## config.mk

```make
export PLATFORM = sky130hd
export DESIGN_NAME = reg_inc_unit
export DESIGN_NICKNAME = d
export VERILOG_FILES = /design/src/rtl/inc_unit_pkg.sv /design/src/rtl/inc_decode.sv /design/src/rtl/inc_flags.sv /design/src/rtl/inc_regfile.sv /design/src/rtl/reg_inc_unit.sv
export SDC_FILE = /design/constraint.sdc
export NUM_CORES = 1
export LEC_CHECK = 0
export BUFFER_PORTS_ARGS = -buffer_cell sky130_fd_sc_hd__buf_4
export CORE_MARGIN = 1
export CORE_UTILIZATION = 45
export CTS_CLUSTER_DIAMETER = 120
export DETAILED_ROUTE_END_ITERATION = 7
export PLACE_DENSITY = 0.69
export SYNTH_ARGS = -nofsm -noshare
export SYNTH_HDL_FRONTEND = slang
export SYNTH_HIERARCHICAL = 1
export SYNTH_SLANG_ARGS = --single-unit
```

## constraint.sdc

```tcl
create_clock -name clk -period 12.1 [get_ports clk]
set_clock_uncertainty 0.1 [all_clocks]
set_input_delay 1.815 -clock clk [delete_from_list [all_inputs] [get_ports clk]]
set_output_delay 1.815 -clock clk [all_outputs]
set_load 0.005 [all_outputs]
```

## src/rtl/inc_unit_pkg.sv

```systemverilog
package inc_unit_pkg;
  localparam int DATA_W  = 8;
  localparam int REG_CNT = 32;
  localparam int IDX_W   = $clog2(REG_CNT);
  localparam int WORD_W  = 16;
  localparam int PC_W    = 16;
  localparam int IDX_LSB = 4;

  localparam logic [WORD_W-1:0] INC_MASK  = 16'hFE0F;
  localparam logic [WORD_W-1:0] INC_MATCH = 16'h9403;

  // status byte bit positions
  localparam int FL_C = 0;
  localparam int FL_Z = 1;
  localparam int FL_N = 2;
  localparam int FL_V = 3;
  localparam int FL_S = 4;
  localparam int FL_H = 5;
  localparam int FL_T = 6;
  localparam int FL_I = 7;

  localparam logic [DATA_W-1:0] KEEP_MASK =
    DATA_W'((1 << FL_C) | (1 << FL_H) | (1 << FL_T) | (1 << FL_I));
endpackage

```

## src/rtl/inc_decode.sv

```systemverilog
module inc_decode
  import inc_unit_pkg::*;
#(
  parameter int W  = WORD_W,
  parameter int IW = IDX_W
) (
  input  logic [W-1:0]  word,
  output logic          hit,
  output logic [IW-1:0] idx
);
  assign hit = (word & INC_MASK) == INC_MATCH;
  assign idx = word[IDX_LSB +: IW];
endmodule

```

## src/rtl/inc_flags.sv

```systemverilog
module inc_flags
  import inc_unit_pkg::*;
#(
  parameter int DW = DATA_W
) (
  input  logic [DW-1:0] operand,
  input  logic [7:0]    old_status,
  output logic [DW-1:0] result,
  output logic [7:0]    new_status
);
  localparam logic [DW-1:0] MAX_POS = {1'b0, {(DW-1){1'b1}}};

  logic ovf, neg, zer;

  always_comb begin
    result     = operand + DW'(1);
    ovf        = (operand == MAX_POS);
    neg        = result[DW-1];
    zer        = (result == '0);
    new_status = old_status;
    new_status[FL_V] = ovf;
    new_status[FL_N] = neg;
    new_status[FL_Z] = zer;
    new_status[FL_S] = neg ^ ovf;
  end
endmodule

```

## src/rtl/inc_regfile.sv

```systemverilog
module inc_regfile
  import inc_unit_pkg::*;
#(
  parameter int DW = DATA_W,
  parameter int N  = REG_CNT,
  localparam int AW = $clog2(N)
) (
  input  logic          clk,
  input  logic          rst,
  input  logic          we,
  input  logic [AW-1:0] waddr,
  input  logic [DW-1:0] wdata,
  input  logic [AW-1:0] raddr_a,
  output logic [DW-1:0] rdata_a,
  input  logic [AW-1:0] raddr_b,
  output logic [DW-1:0] rdata_b
);
  logic [DW-1:0] cells [N];

  for (genvar g = 0; g < N; g++) begin : g_cell
    always_ff @(posedge clk) begin
      if (rst)
        cells[g] <= '0;
      else if (we && waddr == AW'(g))
        cells[g] <= wdata;
    end
  end

  assign rdata_a = cells[raddr_a];
  assign rdata_b = cells[raddr_b];


  write_lands_chk: assert property (@(posedge clk) disable iff (rst)
    we |=> cells[$past(waddr)] == $past(wdata));
endmodule

```

## src/rtl/reg_inc_unit.sv

```systemverilog
module reg_inc_unit
  import inc_unit_pkg::*;
#(
  parameter int DW   = DATA_W,
  parameter int N    = REG_CNT,
  parameter int WW   = WORD_W,
  parameter int PW   = PC_W,
  localparam int AW  = $clog2(N)
) (
  input  logic          clk,
  input  logic          rst,
  input  logic          in_valid,
  output logic          in_ready,
  input  logic [WW-1:0] in_word,
  input  logic          host_we,
  input  logic          host_sel_status,
  input  logic [AW-1:0] host_addr,
  input  logic [DW-1:0] host_wdata,
  input  logic [AW-1:0] host_raddr,
  output logic [DW-1:0] host_rdata,
  output logic [7:0]    status,
  output logic [PW-1:0] pc
);
  logic          fire, hit, exec_we, rf_we;
  logic [AW-1:0] idx, rf_waddr;
  logic [DW-1:0] operand, result, rf_wdata;
  logic [7:0]    status_q, status_nx;
  logic [PW-1:0] pc_q;

  assign in_ready = !host_we;
  assign fire     = in_valid && in_ready;

  inc_decode #(.W(WW), .IW(AW)) u_dec (
    .word (in_word),
    .hit  (hit),
    .idx  (idx)
  );

  inc_flags #(.DW(DW)) u_flags (
    .operand    (operand),
    .old_status (status_q),
    .result     (result),
    .new_status (status_nx)
  );

  assign exec_we  = fire && hit;
  assign rf_we    = (host_we && !host_sel_status) || exec_we;
  assign rf_waddr = host_we ? host_addr  : idx;
  assign rf_wdata = host_we ? host_wdata : result;

  inc_regfile #(.DW(DW), .N(N)) u_rf (
    .clk     (clk),
    .rst     (rst),
    .we      (rf_we),
    .waddr   (rf_waddr),
    .wdata   (rf_wdata),
    .raddr_a (idx),
    .rdata_a (operand),
    .raddr_b (host_raddr),
    .rdata_b (host_rdata)
  );

  always_ff @(posedge clk) begin
    if (rst) begin
      status_q <= '0;
      pc_q     <= '0;
    end else begin
      if (host_we && host_sel_status)
        status_q <= host_wdata[7:0];
      else if (exec_we)
        status_q <= status_nx;
      if (fire)
        pc_q <= pc_q + PW'(1);
    end
  end

  assign status = status_q;
  assign pc     = pc_q;


  pc_step_chk: assert property (@(posedge clk) disable iff (rst)
    fire |=> pc_q == $past(pc_q) + PW'(1));


  pc_hold_chk: assert property (@(posedge clk) disable iff (rst)
    !fire |=> $stable(pc_q));


  host_blocks_chk: assert property (@(posedge clk) disable iff (rst)
    host_we |-> !in_ready);


  no_overflow_chk: assert property (@(posedge clk) disable iff (rst)
    exec_we |=> status_q[FL_V] == ($past(operand) == 8'h7F));


  sign_rule_chk: assert property (@(posedge clk) disable iff (rst)
    exec_we |=> status_q[FL_S] == (status_q[FL_N] ^ status_q[FL_V]));


  keep_bits_chk: assert property (@(posedge clk) disable iff (rst)
    exec_we |=> (status_q & KEEP_MASK) == ($past(status_q) & KEEP_MASK));


  nomatch_chk: assert property (@(posedge clk) disable iff (rst)
    (fire && !hit) |=> $stable(status_q));
endmodule

```

### Word-level counts from Yosys, hierarchy flattened

Memory sizes are Yosys's and may differ from the RTL's.
Cells that the tools add are included.

| storage, ports and cells | value |
|---|---|
| register bits after elaboration | 24 |
| memory bits (writable) | 256 |
| output and inout bits | 33 |
| word-level logic and storage cells | 248 |
| memories kept | 1 |

Memory list:

| name | words | bits a word | rd ports | clocked after Yosys merged registers in | wr ports | line | text |
|---|---|---|---|---|---|---|---|
| u_rf.cells | 32 | 8 | 2 | 0 | 32 | inc_regfile.sv:18 | `logic [DW-1:0] cells [N];` |

| cells by class | value |
|---|---|
| $add $sub $neg | 2 |
| equal/unequal tests | 33 |
| multiplexer cells | 134 |
| bitwise operators | 33 |
| reductions and logical operators | 42 |

Operators by type and width:

| cell | number |
|---|---|
| 8-bit 2-to-1 mux | 34 |
| 1-bit 2-to-1 mux | 98 |
| 5-bit == test (second input constant) | 16 |
| 5-bit by 4-bit == test with 1-bit output (second input constant) | 8 |
| 1-bit logical AND | 36 |
| 1-bit bitwise OR | 32 |
| 5-bit by 3-bit == test with 1-bit output (second input constant) | 4 |
| 16-bit by 1-bit adder with 16-bit output (second input constant) | 1 |
| 11-bit == test (second input constant) | 1 |
| 5-bit by 2-bit == test with 1-bit output (second input constant) | 2 |
| 5-bit 2-to-1 mux | 2 |
| 8-bit by 1-bit adder with 8-bit output (second input constant) | 1 |
| 8-bit by 7-bit == test with 1-bit output (second input constant) | 1 |
| 8-bit logical NOT | 1 |
| 5-bit by 1-bit == test with 1-bit output (second input constant) | 1 |
| 5-bit logical NOT | 1 |
| 1-bit logical NOT | 2 |
| 2-bit nonzero test | 1 |
| 1-bit logical OR | 1 |
| 1-bit XOR | 1 |

### Logic depth before layout (Yosys ltp)

| logic depth | value |
|---|---|
| depth after elaboration | 9 |
| mapped depth | 14 |
| gate-level depth less buffers | 10 |

### By module

Netlist, hierarchy kept.

By module, submodules not included:

| module | times used | cells an instance | area an instance (µm²) |
|---|---|---|---|
| inc_regfile | 1 | 858 | 14019.7 |
| reg_inc_unit | 1 | 148 | 1306.3 |
| inc_flags | 1 | 35 | 234.0 |
| inc_decode | 1 | 9 | 76.3 |

### Least setup slack after synthesis

Ideal clock, no wire load.

| timing | value |
|---|---|
| path type | in2out |
| start | input port host_raddr[2] |
| end | output port host_rdata[0] |
| data arrival time | 3.516 ns |
| required time | 10.185 ns |
| slack | 6.669 ns |
| cell stages on the path | 5 |
| path buffers | 2 |
| cell sequence | clkbuf_1 > buf_1 > mux4_2 > mux4_2 > mux2_2 |

| between the ends | value |
|---|---|
| longest elaborated chain between the ends | 1 |

RTL lines:

| what | line | text |
|---|---|---|
| start, declared | reg_inc_unit.sv:19 | `input logic [AW-1:0] host_raddr,` |
| memory 32 x 8 bit | n/a |  |
| end, declared | reg_inc_unit.sv:20 | `output logic [DW-1:0] host_rdata,` |

Every way passes these cells.

### Worst setup path after layout

| timing | value |
|---|---|
| start | input port host_raddr[1] |
| end | output port host_rdata[7] |

Same word-level chain as after synthesis.

==> impl_metrics.ini <==
[status]
outcome = completed

[final_layout]
final_cell_area_mm2 = 0.0172
n_antenna_cell = 0
final_common_cell = and2_1
syn2layout_area_growth_pct = 9.76
final_cell_mix = and2_1 (257), edfxtp_1 (256), mux4_2 (157), buf_4 (76), nor2_1 (48)
drive_gt1_share_pct = 29.6
final_core_util_pct = 50.7
nNetsFinal = 1099

[placed_design]
dp_hpwl_mm = 28.8
pre_cts_ws_ns = 5.48
gp_congestion = 0.865
port-buffer-count = 71
dpl_cell_area_mm2 = 0.0163

[timing]
worstMarginPinSlew_ns = 1.29
slew_headroom_pct = 13.4
max_freq_ghz = 0.153
period_share_pct = 54.2
report.final.slew_viol_count = 0
grt_setup_unrepaired = false
finalCriticalPeriod_ns = 6.55
finalWorstSetupSlack_ns = 5.55
finalSetupTns_ns = 0
hold_viol_final = 0
setup_viol = 0

[critical_path]
worstRegToRegCells = 10
critPathCaptureType = primary output
r2r_start = u_rf/cells[15][0]$_SDFFCE_PN0P_
crit_top_cell = buf_4
critPathTopFamily = multiplexers
cp.required_ns = 10.18
critPathBufInv = 3
worst_ep_arrival_time_ns = 4.64
crit_start = host_raddr[1]
slowest_delay_ns = 0.67
criticalPathCategory = primary input to primary output
crit_fanout = 33
crit_chain = buf_4 > buf_4 > mux4_2 > mux4_2 > mux2_2 > buf_4
path_depth = 6
cp_slowest_cell = buf_4
cp-start-kind = primary input

[logic_synthesis]
synth_edf_count = 256
syn-instance-count = 1050
syn_area_per_cell_um2 = 14.9
yosysSeqAreaShare_pct = 52.2
ys_async_sr_fraction_pct = 0
synth_warnings = 6
ys_ff_latch = 280
synth-main-ff-cell = edfxtp_1
yosysUniqueCellTypes = 49
syn_area_mm2 = 0.0156
synth_fp_nets = 1092

[clock_tree]
post_cts_buffers = 0
clk_pin_slew_ns = 0.07
h-tree-depth = 1
cts_hold_buf = 0
numCtsBuffers = 28
clkLatencyLatePin_ns = 0.55
post_cts_resize_count = 0
cts_buffer_depth = 3
root_buffer = clkbuf_16
clock_sinks = 280
cts_tree = yes

[floorplanning]
io_pins = 72
dieWidth_um = 188
placement_rows = 67
initial_utilization_pct = 46.2
core-area_mm2 = 0.0339
dieArea_mm2 = 0.0355
die_y_um = 188

[global_route]
use_met2_pct = 37.0
gr-total-overflow = 0
grt_pass1_vias = 9364
antenna_found_initial = 2
grt_max_degree = 65
grt_pass1_wl_mm = 62.9
met1_usage_pct = 35.3
busiest_layer = met2
grtUsageTotal_pct = 24.2
met3_usage_pct = 5.22

[pwr]
pwr-share-clk_pct = 37.3
pwr-share-seq_pct = 49.3
power.density_mw_per_mm2 = 131
switching_power_w = 0.000582
ir_drop_mv = 0.102
switching_share_pct = 25.8
leakage_nw = 6.13
share_comb_of_total_power_pct = 13.4
power.internal_w = 0.00167

[hold_path]
whs_path_depth = 2
hold_class = flop to flop
hold_path_startpoint = status[1]$_SDFFE_PP0P_

[detailed_routing]
remaining_drc_errors = 0
firstDrtPassIters = 7
vias = 9706
avgViaCountPerCell = 6.36
drt-total-wl_mm = 42.6
ant_nets = 0
drtIter0Drc = 1125
routedWlPerCell_um = 27.9

[flow_run]
maxCapViolCount = 0
kinds of logic (layout without fill, tap and decap cells):
| kind of cell | count (synthesis) | count (layout) | share of synthesized area (%) |
|---|---|---|---|
| fa+ha+maj | 3 | 3 | 0.240 |
| simple gates | 403 | 403 | 15.5 |
| mux | 193 | 193 | 25.5 |
| compound gates | 48 | 48 | 2.32 |
| flops | 280 | 280 | 52.2 |
| buf+inv | 108 | 137 | 3.34 |
| xor+xnor | 15 | 15 | 0.840 |
Yosys cell counts (all sizes together) (13+ instances only):
library cell  instances  area (µm²)
and2                257        1610
edfxtp              256        7690
mux4                160        3610
clkbuf               50         188
buf                  49         302
nor2                 48         180
mux2                 31         349
dfxtp                24         480
a21o                 18         135
nor3                 18         100
nand2                16        60.1
o21bai               14         105
nand3                13        70.1
nor4                 13        96.3
flip-flops by register name, indices dropped and copies added, names as in the netlist:
signal      cells
u_rf/cells    256
status          8
pc             16
path summary, 6_finish.rpt:
check,endpoint,slack [ns]
hold reg to reg,status[1]$_SDFFE_PP0P_,0.40
setup reg to reg,u_rf/cells[29][6]$_SDFFCE_PN0P_,8.45
setup / recovery,host_rdata[7],5.55
hold / removal,status[1]$_SDFFE_PP0P_,0.40
worst min-delay path: cells and delay by family (launching register included):
kind               cells  cell delay [ns]
DFF                    1             0.31
and+or+nand+nor        1             0.10
AOI/OAI and AO/OA      1             0.05
routing by layer:
metal | part of all wire (%) | wire length, µm
met1 | 41 | 17500
met2 | 46 | 19500
met3 | 11 | 4620
met4 | 2.1 | 905
met5 | 0.056 | 24
power groups by stage:
stage | registers, W | clock network [W] | logic [W]
floorplan | 0.00112 | 0 | 0.000200
global placement | 0.00113 | 0 | 0.000297
detailed placement | 0.00113 | 0 | 0.000298
CTS | 0.00111 | 0.000849 | 0.000300
global route | 0.00111 | 0.000882 | 0.000316
finish | 0.00111 | 0.000840 | 0.000302
final cells by class:
type	count	area [µm²]
fillers	2819	16700
flip-flops and latches	280	8170
multi-input cells	662	6960
clock buffers	34	744
repair buffers	76	571
well taps	448	561
clock inverters	18	128
inverters	9	33.8
per-stage QoR:
| step | hold WS, ns | instances | total power [W] |
|---|---|---|---|
| after floorplan | 0.392 | 1050 | 0.00132 |
| after detailed placement | 0.395 | 1475 | 0.00143 |
| final | 0.402 | 1527 | 0.00225 |
| after global placement | 0.382 | 1475 | 0.00143 |
| after CTS | 0.407 | 1527 | 0.00226 |
| after global routing | 0.426 | 1527 | 0.00231 |
No activity file was read; power rests on OpenSTA's default activity.
